### config.mk
export PLATFORM = sky130hd
export DESIGN_NAME = opr_unit
export DESIGN_NICKNAME = d
export VERILOG_FILES = /design/src/rtl/opr_pkg.sv /design/src/rtl/opr_grp1.sv /design/src/rtl/opr_grp2.sv /design/src/rtl/opr_unit.sv
export SDC_FILE = /design/constraint.sdc
export NUM_CORES = 1
export LEC_CHECK = 0
export BUFFER_PORTS_ARGS = -buffer_cell sky130_fd_sc_hd__buf_4
export CORE_MARGIN = 5
export CORE_UTILIZATION = 40
export CTS_BUF_LIST = sky130_fd_sc_hd__clkbuf_16
export CTS_CLUSTER_SIZE = 16
export DETAILED_ROUTE_END_ITERATION = 16
export PLACE_DENSITY = 0.75
export SYNTH_ARGS = -nofsm -noshare
export SYNTH_HDL_FRONTEND = slang
export SYNTH_SLANG_ARGS = --single-unit
### constraint.sdc
create_clock -name clk_i -period 1.1 [get_ports clk_i]
set_clock_uncertainty 0.05 [all_clocks]
set_input_delay 0.11 -clock clk_i [delete_from_list [all_inputs] [get_ports clk_i]]
set_output_delay 0.11 -clock clk_i [all_outputs]
set_load 0.02 [all_outputs]
### src/rtl/opr_pkg.sv
package opr_pkg;
  localparam int unsigned INSTR_W = 12;
  localparam logic [2:0]  OPC_OPERATE = 3'b111;

  // instruction field positions (shared by both groups unless noted)
  localparam int unsigned B_GRP    = 8;
  localparam int unsigned B_CLRA   = 7;
  localparam int unsigned B1_CLRL  = 6;
  localparam int unsigned B1_CPLA  = 5;
  localparam int unsigned B1_CPLL  = 4;
  localparam int unsigned B1_ROTR  = 3;
  localparam int unsigned B1_ROTL  = 2;
  localparam int unsigned B1_TWO   = 1;
  localparam int unsigned B1_INC   = 0;
  localparam int unsigned B2_NEG   = 6;
  localparam int unsigned B2_ZERO  = 5;
  localparam int unsigned B2_LINK  = 4;
  localparam int unsigned B2_SENSE = 3;
  localparam int unsigned B2_OSR   = 2;
  localparam int unsigned B2_HALT  = 1;

  typedef struct packed {
    logic clr_acc;
    logic clr_link;
    logic cpl_acc;
    logic cpl_link;
    logic rot_r;
    logic rot_l;
    logic rot_two;
    logic inc;
  } g1_ctl_t;

  typedef struct packed {
    logic tst_neg;
    logic tst_zero;
    logic tst_link;
    logic inv_sense;
    logic clr_acc;
    logic or_sw;
    logic halt;
  } g2_ctl_t;
endpackage

### src/rtl/opr_grp1.sv
module opr_grp1
  import opr_pkg::*;
#(
  parameter int unsigned DATA_W = 12
) (
  input  g1_ctl_t           ctl_i,
  input  logic [DATA_W-1:0] acc_i,
  input  logic              link_i,
  output logic [DATA_W-1:0] acc_o,
  output logic              link_o
);
  localparam int unsigned W13 = DATA_W + 1;

  logic [DATA_W-1:0] a_clr, a_cpl;
  logic              l_clr, l_cpl;
  logic [DATA_W:0]   sum;
  logic [W13-1:0]    word, rot_r1, rot_r2, rot_l1, rot_l2, rot;
  logic              do_r, do_l;

  // level 1: clears, level 2: complements
  assign a_clr = ctl_i.clr_acc  ? '0 : acc_i;
  assign l_clr = ctl_i.clr_link ? 1'b0 : link_i;
  assign a_cpl = ctl_i.cpl_acc  ? ~a_clr : a_clr;
  assign l_cpl = ctl_i.cpl_link ? ~l_clr : l_clr;

  // level 3: increment, carry flips link
  assign sum  = {1'b0, a_cpl} + {{DATA_W{1'b0}}, ctl_i.inc};
  assign word = {l_cpl ^ sum[DATA_W], sum[DATA_W-1:0]};

  // level 4: rotate through link
  assign rot_r1 = {word[0], word[W13-1:1]};
  assign rot_r2 = {word[1:0], word[W13-1:2]};
  assign rot_l1 = {word[W13-2:0], word[W13-1]};
  assign rot_l2 = {word[W13-3:0], word[W13-1:W13-2]};
  assign do_r   = ctl_i.rot_r & ~ctl_i.rot_l;
  assign do_l   = ctl_i.rot_l & ~ctl_i.rot_r;

  always_comb begin
    rot = word;
    if (do_r)      rot = ctl_i.rot_two ? rot_r2 : rot_r1;
    else if (do_l) rot = ctl_i.rot_two ? rot_l2 : rot_l1;
  end

  assign acc_o  = rot[DATA_W-1:0];
  assign link_o = rot[DATA_W];

  always_comb begin
    if (!(ctl_i.rot_r ^ ctl_i.rot_l))
      a_r6_no_rot: assert ({link_o, acc_o} == word);
  end
endmodule

### src/rtl/opr_grp2.sv
module opr_grp2
  import opr_pkg::*;
#(
  parameter int unsigned DATA_W = 12
) (
  input  g2_ctl_t           ctl_i,
  input  logic [DATA_W-1:0] acc_i,
  input  logic              link_i,
  input  logic [DATA_W-1:0] sw_i,
  output logic [DATA_W-1:0] acc_o,
  output logic              skip_o,
  output logic              halt_o
);
  localparam int unsigned MSB = DATA_W - 1;

  logic hit_neg, hit_zero, hit_link, hit_any;
  logic [DATA_W-1:0] a_clr;

  // level 1: tests on incoming operands
  assign hit_neg  = ctl_i.tst_neg  & acc_i[MSB];
  assign hit_zero = ctl_i.tst_zero & ~(|acc_i);
  assign hit_link = ctl_i.tst_link & link_i;
  assign hit_any  = hit_neg | hit_zero | hit_link;
  assign skip_o   = ctl_i.inv_sense ? ~hit_any : hit_any;

  // level 2: clear, level 3: switch merge and halt
  assign a_clr  = ctl_i.clr_acc ? '0 : acc_i;
  assign acc_o  = ctl_i.or_sw ? (a_clr | sw_i) : a_clr;
  assign halt_o = ctl_i.halt;
endmodule

### src/rtl/opr_unit.sv
module opr_unit
  import opr_pkg::*;
#(
  parameter int unsigned DATA_W = 12
) (
  input  logic              clk_i,
  input  logic              rst_ni,
  input  logic              valid_i,
  input  logic [11:0]       instr_i,
  input  logic [DATA_W-1:0] acc_i,
  input  logic              link_i,
  input  logic [DATA_W-1:0] sw_i,
  output logic              valid_o,
  output logic [DATA_W-1:0] acc_o,
  output logic              link_o,
  output logic              skip_o,
  output logic              halt_o
);
  localparam int unsigned OPC_LO = INSTR_W - 3;

  logic              sel, grp2;
  g1_ctl_t           g1_ctl;
  g2_ctl_t           g2_ctl;
  logic [DATA_W-1:0] g1_acc, g2_acc, acc_nx;
  logic              g1_link, g2_skip, g2_halt, link_nx;

  assign sel  = valid_i && (instr_i[INSTR_W-1:OPC_LO] == OPC_OPERATE);
  assign grp2 = instr_i[B_GRP];

  always_comb begin
    g1_ctl.clr_acc  = instr_i[B_CLRA];
    g1_ctl.clr_link = instr_i[B1_CLRL];
    g1_ctl.cpl_acc  = instr_i[B1_CPLA];
    g1_ctl.cpl_link = instr_i[B1_CPLL];
    g1_ctl.rot_r    = instr_i[B1_ROTR];
    g1_ctl.rot_l    = instr_i[B1_ROTL];
    g1_ctl.rot_two  = instr_i[B1_TWO];
    g1_ctl.inc      = instr_i[B1_INC];
    g2_ctl.tst_neg   = instr_i[B2_NEG];
    g2_ctl.tst_zero  = instr_i[B2_ZERO];
    g2_ctl.tst_link  = instr_i[B2_LINK];
    g2_ctl.inv_sense = instr_i[B2_SENSE];
    g2_ctl.clr_acc   = instr_i[B_CLRA];
    g2_ctl.or_sw     = instr_i[B2_OSR];
    g2_ctl.halt      = instr_i[B2_HALT];
  end

  opr_grp1 #(.DATA_W(DATA_W)) u_grp1 (
    .ctl_i  (g1_ctl),
    .acc_i  (acc_i),
    .link_i (link_i),
    .acc_o  (g1_acc),
    .link_o (g1_link)
  );

  opr_grp2 #(.DATA_W(DATA_W)) u_grp2 (
    .ctl_i  (g2_ctl),
    .acc_i  (acc_i),
    .link_i (link_i),
    .sw_i   (sw_i),
    .acc_o  (g2_acc),
    .skip_o (g2_skip),
    .halt_o (g2_halt)
  );

  assign acc_nx  = grp2 ? g2_acc : g1_acc;
  assign link_nx = grp2 ? link_i : g1_link;

  always_ff @(posedge clk_i or negedge rst_ni) begin
    if (!rst_ni) begin
      valid_o <= 1'b0;
      acc_o   <= '0;
      link_o  <= 1'b0;
      skip_o  <= 1'b0;
      halt_o  <= 1'b0;
    end else begin
      valid_o <= sel;
      if (sel) begin
        acc_o  <= acc_nx;
        link_o <= link_nx;
        skip_o <= grp2 & g2_skip;
        halt_o <= grp2 & g2_halt;
      end
    end
  end

  a_r1_strobe: assert property (@(posedge clk_i) disable iff (!rst_ni)
    sel |=> valid_o);
  a_r1_no_strobe: assert property (@(posedge clk_i) disable iff (!rst_ni)
    !sel |=> !valid_o);
  a_r1_hold: assert property (@(posedge clk_i) disable iff (!rst_ni)
    !sel |=> ($stable(acc_o) && $stable(link_o)));
  a_r7_g1_quiet: assert property (@(posedge clk_i) disable iff (!rst_ni)
    (sel && !instr_i[B_GRP]) |=> (!skip_o && !halt_o));
  a_r10_link_kept: assert property (@(posedge clk_i) disable iff (!rst_ni)
    (sel && instr_i[B_GRP]) |=> (link_o == $past(link_i)));
  a_r10_clear_only: assert property (@(posedge clk_i) disable iff (!rst_ni)
    (sel && instr_i[B_GRP] && instr_i[B_CLRA] && !instr_i[B2_OSR]) |=> (acc_o == '0));
  a_r9_open_skip: assert property (@(posedge clk_i) disable iff (!rst_ni)
    (sel && instr_i[B_GRP] && instr_i[B2_SENSE] && (instr_i[6:4] == 3'b000)) |=> skip_o);
  a_r11_halt: assert property (@(posedge clk_i) disable iff (!rst_ni)
    (sel && instr_i[B_GRP]) |=> (halt_o == $past(instr_i[B2_HALT])));
endmodule

# Word-level counts from Yosys, hierarchy flattened
# Index checks and enable logic that the tools add are counted.
# classes
addsub	1
n_eq_ne	1
muxes	12
bitwise_logic	17
n_reduce_logical	2
# ops
cell	n
$mux W13	4
$mux W12	4
$add A12 B1 Y13	1
$not A12 Y12	1
$or A12 B12 Y12	1
$reduce_or A12 Y1	1
$and A1 B1 Y1	7
$not A1 Y1	5
$mux W1	4
$eq A3 B3 Y1 const B	1
$or A1 B1 Y1	2
$logic_and A1 B1 Y1	1
$xor A1 B1 Y1	1
# totals
register_bits	16
inputBits	40
output_inout_bits	16
elab_cells	38

# Depth between registers and ports, before layout
# Gate-level depths: netlist (run 1).
# depth
depth_word	9
mapped_depth	13
depth_no_buf	10

# Cells and area by module
# From an unflattened synthesis (run 1), not the netlist that was laid out.
# hier_totals
cells_unflattened	303
hier_area_um2	2513.7
# by_module_without_submodules
module	instances	cells_each	area_per_inst_um2	seq_area_each_um2
opr_grp1	1	201	1401.3	0.0
opr_unit	1	53	844.6	400.4
opr_grp2	1	49	267.8	0.0

# Worst setup path after synthesis (run 1)
# OpenSTA, ideal clock, no wires.
# synth_path
path_kind	input to register
from	input port instr_i[7]
to	register acc_o[6]
setup_time_ns	0.122
arrival_time_ns	2.448
required_ns	0.928
path_slack_ns	-1.520
cell_stages	13
n_path_buf	3
path_cell_list	buf_6 -> buf_2 -> buf_2 -> nand2b_1 -> xnor2_1 -> ha_1 -> nand4_1 -> xor2_1 -> a21oi_1 -> a32oi_1 -> o22ai_1 -> a2111o_1 -> a32o_1
# synth_between
elab_chain_len	8
word_cells_on_any_way	11
classes_between	add/sub (1); mux (8); bitwise (2)
# synth_lines
element	line	source
start, declared	opr_unit.sv:9	input logic [11:0] instr_i,
$mux W12 *	opr_grp1.sv:21, opr_grp2.sv:27	
$not A12 Y12	opr_grp1.sv:23	assign a_cpl = ctl_i.cpl_acc ? ~a_clr : a_clr;
$mux W12	opr_grp1.sv:23	
$add A12 B1 Y13	opr_grp1.sv:27	assign sum = {1'b0, a_cpl} + {{DATA_W{1'b0}}, ctl_i.inc};
$mux W13 (2 in series)	opr_grp1.sv:41	else if (do_l) rot = ctl_i.rot_two ? rot_l2 : rot_l1;
$mux W13	opr_grp1.sv:40	if (do_r) rot = ctl_i.rot_two ? rot_r2 : rot_r1;
$mux W12 *	opr_unit.sv:66	assign acc_nx = grp2 ? g2_acc : g1_acc;
end signal, assigned	opr_unit.sv:79	acc_o <= acc_nx;
end, declared	opr_unit.sv:14	output logic [DATA_W-1:0] acc_o,
# Mark *: on every way between the ends. The rest lies on a longest branch, timed or not.
# A chain may end at the register's enable or synchronous reset.

# Final worst setup path (run 1)
# Ends and elaborated chain as after synthesis.

==> run summary, run 1 <==
Outcome - finished, violations left
Violated checks - negative setup slack
Critical-path top delay cell - a2111o_1
Layout cells sized above 1 - 51.0%
Post-layout instance count excluding filler cells - 488
Cell area after technology mapping - 2130 um2
Height of the die - 83.0 um
GRT overflow - 0
Longest individual stage delay on the worst path - 0.36 ns
Post-route antenna net violation count - 0
Clock Latency Late Sink - 0.25 ns
Hold slack final - 0.154 ns
Total track usage - 23.5%
WL final - 8.46 mm
Largest fanout of any net on the critical path - 5
EDFF count, synth - 0
Pwr Total - 3.43 mW
Antenna Diode Count - 0
Detailed Route Iter0 Violations - 328
Mean area per synthesized cell - 7.45 um2
Net total in the final layout - 462
Drt drc - 0
Number of optimization iterations in the first detailed-route pass - 5
Via count of the first global-routing pass - 2878
Initial Utilization - 41.5%
Clock Tree Root - clkbuf_16
Mapped Nets - 328
Maximum number of pins on one net before global-route repair - 18
Setup repair after global routing missed its margin - true
Average vias per placed instance - 5.74
Dpl cells - 476
Crit path required time - 1.19 ns
Max Fclk - 521 MHz
Minimum setup slack in the final design - -0.820 ns
Time the worst path needs with I/O delays and setup - 1.92 ns
Final design area excluding fillers - 3770 um2
Total vias in the final route - 2802
Sequential-to-total area share from yosys stat - 18.8%
Antenna violations before repair - 0
Final weighted congestion of routability-driven global placement - 1.00
Start-to-end type of the worst setup path - in -> reg
Setup slack on the worst flop-to-flop path - 0.14 ns
Count of mapped cells out of synthesis - 286
Count of input and output buffers - 55
Leakage - 1.64 nW
Area of the core - 5140 um2
Clock tree from TritonCTS - yes
Crit share post-route - 175%
Die area - 6890 um2
Maximum Capacitance Violations - 0
Max clock buf depth - 2
Area added between synthesis and finish - 77.2%
Routed wire length per instance - 17.3 um
Final hold violation count - 0
Total number of H-tree levels - 1
Proportion of register bits with asynchronous set or reset after synthesis - 100%
Most used flip-flop cell after synthesis - dfrtp_1
Multi-input logic area - 1970 um2
Min-delay worst type - in -> reg
Critical Path End Type - flop
Number of sinks on the clock net - 16
Number of CTS-inserted buffers - 3
Detailed placement HPWL - 6.30 mm
Register bit count reported by yosys - 16
Final number of setup-violating endpoints - 14
Instance area after placement - 3280 um2
Clock-pin slew reported for the worst setup and hold paths after clock tree synthesis - 0.05 ns
Number of different library cells in the post-synthesis netlist - 69
Wire length of the first global-routing pass - 13.6 mm
Least-Margin Pin Slew - 0.439 ns
Number of warning messages in the yosys log - 0
I/O pin count - 56
Area of all sequential standard cells - 400 um2
Worst setup SP type - input port
Power density over the cells - 909 nW/um2
Maximum resistive drop on vdd - 0.690 mV
Crit path cell chain - buf_8, nand2b_4, xnor2_4, ha_4, nand4_1, xor2_1, a21oi_1, a32oi_2, o22ai_1, a2111o_1, a32o_1
Worst slew slack as a fraction of its limit - 70.4%
Count of filler cells inserted in the layout - 379
Arr. time, crit path - 2.01 ns
Number of rows created at floorplan - 26
Number of slew-limit violations in the final report - 0
Die Width - 83.0 um
Util after Layout - 73.4%
==> report_power, final <==
part | total [mW] | switching (mW) | internal, mW
sequential | 0.789 | 0.0713 | 0.718
clock | 0.718 | 0.240 | 0.479
combinational | 1.92 | 0.973 | 0.952
total | 3.43 | 1.28 | 2.15
==> sequential cells by signal, indices dropped and copies added, names as in the netlist <==
name	flops
link_o	1
acc_o	12
halt_o	1
skip_o	1
valid_o	1
==> final timing paths <==
path / startpoint / endpoint / cells past startpoint
worst max-delay path: instr_i[7] / acc_o[6]$_DFFE_PN0P_ / 11
worst min-delay path: instr_i[8] / halt_o$_DFFE_PN0P_ / 3
worst max register to register: acc_o[0]$_DFFE_PN0P_ / acc_o[0]$_DFFE_PN0P_ / 4
worst min register to register: halt_o$_DFFE_PN0P_ / halt_o$_DFFE_PN0P_ / 2
max in group asynchronous: rst_ni / acc_o[1]$_DFFE_PN0P_ / 2
min in group asynchronous: rst_ni / acc_o[0]$_DFFE_PN0P_ / 2
==> cells by family after synthesis <==
kind of cell / synth area share [%]
AO/OA/AOI/OAI: 33.5
XOR/XNOR: 9.40
adder cells (fa/ha/maj): 1.17
buffers and inverters: 6.52
flip-flops: 18.8
multiplexers: 2.70
AND/OR/NAND/NOR: 28.0
==> routing by layer <==
metal	vias up	routed length [um]	GRT usage [%]
met5	-	0	0
met4	0	285	8.92
met3	26	608	4.75
met2	142	4210	40.5
met1	1302	3350	28.7
li1	1332	-	-
==> cell usage after synthesis (all sizes together) (9+ instances only) <==
cell type	instances	area, um2
a21oi	24	124
xnor2	20	183
nand2	37	139
nand2b	16	100
o21ai	22	114
clkbuf	13	48.8
dfrtp	16	400
nor2	16	60.1
nand3	12	65.1
buf	9	63.8
==> repair_timing <==
item                       4_1_cts  5_1_grt
pin swaps                       23       20
setup endpoints to repair       14       14
gates resized for setup         29       39
hold buffers                     1        0
hold endpoints to repair        16        0
setup buffers                    3        5
==> area by class of cell <==
cell class,instances,share of cell area [%]
multi-input cells,241,52.2
well taps,70,2.32
inverters,7,0.961
repair buffers,151,32.0
clock buffers,3,1.99
flip-flops and latches,16,10.6
==> metrics by stage <==
step                worst slack [ns]  TNS [ns]
detailed placement             -1.15    -14.16
floorplan                      -1.28    -13.71
global placement               -1.11    -13.53
CTS                           -0.781     -9.08
finish                        -0.820     -9.53
global route                  -0.941    -10.84
==> critical path, delay by kind of cell <==
family | cells | cell delay (ns)
AO/OA/AOI/OAI | 5 | 0.97
XOR/XNOR | 2 | 0.38
AND/OR/NAND/NOR | 2 | 0.26
adder cells (fa/ha/maj) | 1 | 0.18
buffers and inverters | 1 | 0.11
==> placed cells by master, fill, tap and decap left out, types with 3 or more instances in the layout <==
| master | n |
|---|---|
| o21ai_0 | 10 |
| clkbuf_16 | 3 |
| buf_6 | 6 |
| a22oi_1 | 3 |
| nor2b_1 | 7 |
| nor2_1 | 15 |
| nand2b_1 | 14 |
| xnor2_1 | 13 |
| nor3_1 | 4 |
| o21ai_2 | 3 |
| inv_1 | 4 |
| o22ai_1 | 4 |
| buf_4 | 139 |
| a221oi_4 | 3 |
| a21oi_1 | 21 |
| o21ai_1 | 8 |
| nand2_1 | 34 |
| nand4_1 | 3 |
| nand3_1 | 9 |
| dfrtp_1 | 16 |
| xnor2_2 | 4 |
| buf_8 | 3 |
| o211ai_1 | 4 |
| xnor2_4 | 3 |
| a31oi_1 | 7 |
Note: power is estimated with default switching activity, not from simulation.
==> inputs of run 2 (changes only) <==
Settings changed: PLACE_DENSITY 0.75 to 0.74, SYNTH_HIERARCHICAL set to 1.
==> run summary, run 2 <==
Crit path from - acc_i[0]
Critical register-to-register path endpoint - acc_o[8]$_DFFE_PN0P_
Count of filler cells inserted in the layout - 488
Die area - 7970 um2
I/O pin count - 56
Number of different library cells in the post-synthesis netlist - 71
Largest fanout of any net on the critical path - 4
Total track usage - 21.7%
Antenna Diode Count - 0
Util after Layout - 64.8%
Most frequent standard cell in the layout excluding fill and tap cells - buf_4
Clock Tree Root - clkbuf_16
Worst slew slack as a fraction of its limit - 61.3%
Post-route antenna net violation count - 0
Cell area after technology mapping - 2510 um2
Area of the core - 6030 um2
Maximum number of pins on one net before global-route repair - 18
Net total in the final layout - 470
Register bit count reported by yosys - 16
Least-Margin Pin Slew - 0.576 ns
Proportion of register bits with asynchronous set or reset after synthesis - 100%
Max FFs per register - 12
Height of the die - 89.3 um
Crit share post-route - 219%
Total vias in the final route - 2835
Count of mapped cells out of synthesis - 303
Mapped Nets - 345
Wire length of the first global-routing pass - 13.4 mm
Power density over the cells - 970 nW/um2
Worst setup SP type - input port
Hold slack final - 0.206 ns
Most frequent cell after synthesis - nand2_1
EDFF count, synth - 0
Time the worst path needs with I/O delays and setup - 2.41 ns
Crit path required time - 1.18 ns
Number of sinks on the clock net - 16
Seq pwr share - 22.4%
Min-delay worst type - in -> async
Number of CTS-inserted buffers - 3
Largest area contributor in the synthesized netlist - dfrtp_1
Violated checks - negative setup slack
Number of slew-limit violations in the final report - 0
Number of rows created at floorplan - 28
Combinational share of power - 58.7%
Fraction of post-synthesis cell area in the top cell type by area - 15.9%
Top post-synthesis cells by area - dfrtp_1 (16%), mux2_4 (9.6%), o21ai_0 (6.4%)
Arr. time, crit path - 2.49 ns
Most frequent cells in the layout - buf_4 (128), nand2_1 (34), o21ai_0 (25)
Proportion of total power due to net switching - 37.2%
Setup slack on the worst flop-to-flop path - 0.26 ns
Total number of H-tree levels - 1
Detailed placement HPWL - 6.81 mm
Setup TNS - -16.29 ns
Outcome - finished, violations left
Clock Latency Late Sink - 0.24 ns
Critical Path End Type - flop
Capturing instance or port of the critical path - acc_o[4]$_DFFE_PN0P_
Clock tree from TritonCTS - yes
List of most frequent post-synthesis cells - nand2_1 (36), o21ai_0 (32), inv_1 (22), a21oi_1 (19)
Drt drc - 0
Startpoint of the lowest-slack register-to-register path - acc_o[8]$_DFFE_PN0P_
Leakage - 1.76 nW
Die Width - 89.3 um
Dpl cells - 484
P_int - 2.38 mW
Minimum setup slack in the final design - -1.31 ns
Max clock buf depth - 2
Antenna violations before repair - 0
Clock Power Share - 18.9%
Final hold violation count - 0
Count of input and output buffers - 55
Start-to-end type of the worst setup path - in -> reg
Average vias per placed instance - 5.65
Setup repair after global routing missed its margin - true
Area added between synthesis and finish - 55.4%
Detailed Route Iter0 Violations - 176
Initial Utilization - 41.7%
Number of warning messages in the yosys log - 6
Max Fclk - 415 MHz
WL final - 8.98 mm
Final weighted congestion of routability-driven global placement - 0.974
Register with the highest flop count - acc_o
Maximum Capacitance Violations - 0
Most used flip-flop cell after synthesis - dfrtp_1
Via count of the first global-routing pass - 2768
Final number of setup-violating endpoints - 14
Mean area per synthesized cell - 8.30 um2
Post-layout instance count excluding filler cells - 502
Routed wire length per instance - 17.9 um
Maximum resistive drop on vdd - 1.07 mV
Sequential-to-total area share from yosys stat - 15.9%
Number of optimization iterations in the first detailed-route pass - 5
Clock-pin slew reported for the worst setup and hold paths after clock tree synthesis - 0.05 ns
GRT overflow - 0
Logic depth of the worst register-to-register path - 1
Switching power - 1.41 mW
Layout cells sized above 1 - 55.5%
run 2: area by class of cell:
class	count	area, um2	share of cell area, %
tap	75	93.8	2.40
inverter	23	86.3	2.21
multi-input combinational	244	2140	54.8
clock inverter	1	3.75	0.0961
sequential	16	400	10.3
timing repair buffer	140	1110	28.4
clock buffer	3	75.1	1.92
run 2: through the flow:
stage                     setup WS (ns)  power [mW]  area (um2)
after floorplan                   -1.57        1.99        2570
after global placement            -1.51        2.76        3400
after detailed placement          -1.59        2.80        3400
after CTS                         -1.27        3.68        3780
after global routing              -1.39        3.97        3910
final                             -1.31        3.79        3910
run 2: critical path, stage by stage:
cell and delay (ns):
buf_6 0.09, nor2b_4 0.12, xnor2_2 0.14, ha_2 0.22, buf_4 0.13, nor3b_4 0.14, a21oi_1 0.16, a31oi_1 0.09
o311ai_4 0.28, buf_4 0.18, a21oi_2 0.06, o221a_2 0.26, mux2_4 0.26, mux2_4 0.25
run 2: metal layers:
metal	vias to the layer above	track usage, %	wire, um
li1	1345	-	-
met1	1360	27.6	3670
met2	114	38.0	4520
met3	16	3.13	558
met4	0	6.22	229
met5	-	0	0
run 2: worst min path at each step:
stage	from	to	slack (ns)	cells past startpoint
2_1_floorplan	rst_ni	acc_o[0]$_DFFE_PN0P_	-0.24	0
3_3_place_gp	rst_ni	acc_o[0]$_DFFE_PN0P_	-0.07	1
3_5_place_dp	rst_ni	valid_o$_DFF_PN0_	-0.07	1
4_1_cts	instr_i[8]	skip_o$_DFFE_PN0P_	0.20	3
5_1_grt	instr_i[8]	skip_o$_DFFE_PN0P_	0.22	3
6_report	rst_ni	acc_o[2]$_DFFE_PN0P_	0.21	2
run 2: power by group through the flow:
stage | clock, mW | combinational [mW] | sequential (mW)
after CTS | 0.717 | 2.12 | 0.848
after floorplan | 0 | 0.953 | 1.03
after detailed placement | 0 | 1.95 | 0.856
final | 0.715 | 2.22 | 0.851
after global placement | 0 | 1.91 | 0.847
after global routing | 0.748 | 2.35 | 0.870
run 2: cells by family after synthesis:
kind of cell             synth area share [%]
AND/OR/NAND/NOR                          21.8
AO/OA/AOI/OAI                            26.9
buffers and inverters                    11.1
multiplexers                             15.7
XOR/XNOR                                 7.52
flip-flops                               15.9
adder cells (fa/ha/maj)                 0.995
run 2: what timing repair did:
item / CTS / global route
buffers inserted: 11 / 4
hold buffers: 1 / 0
pin swaps: 19 / 12
resized for setup: 50 / 23
hold endpoints to repair: 16 / 0
endpoints found under the setup margin: 14 / 14
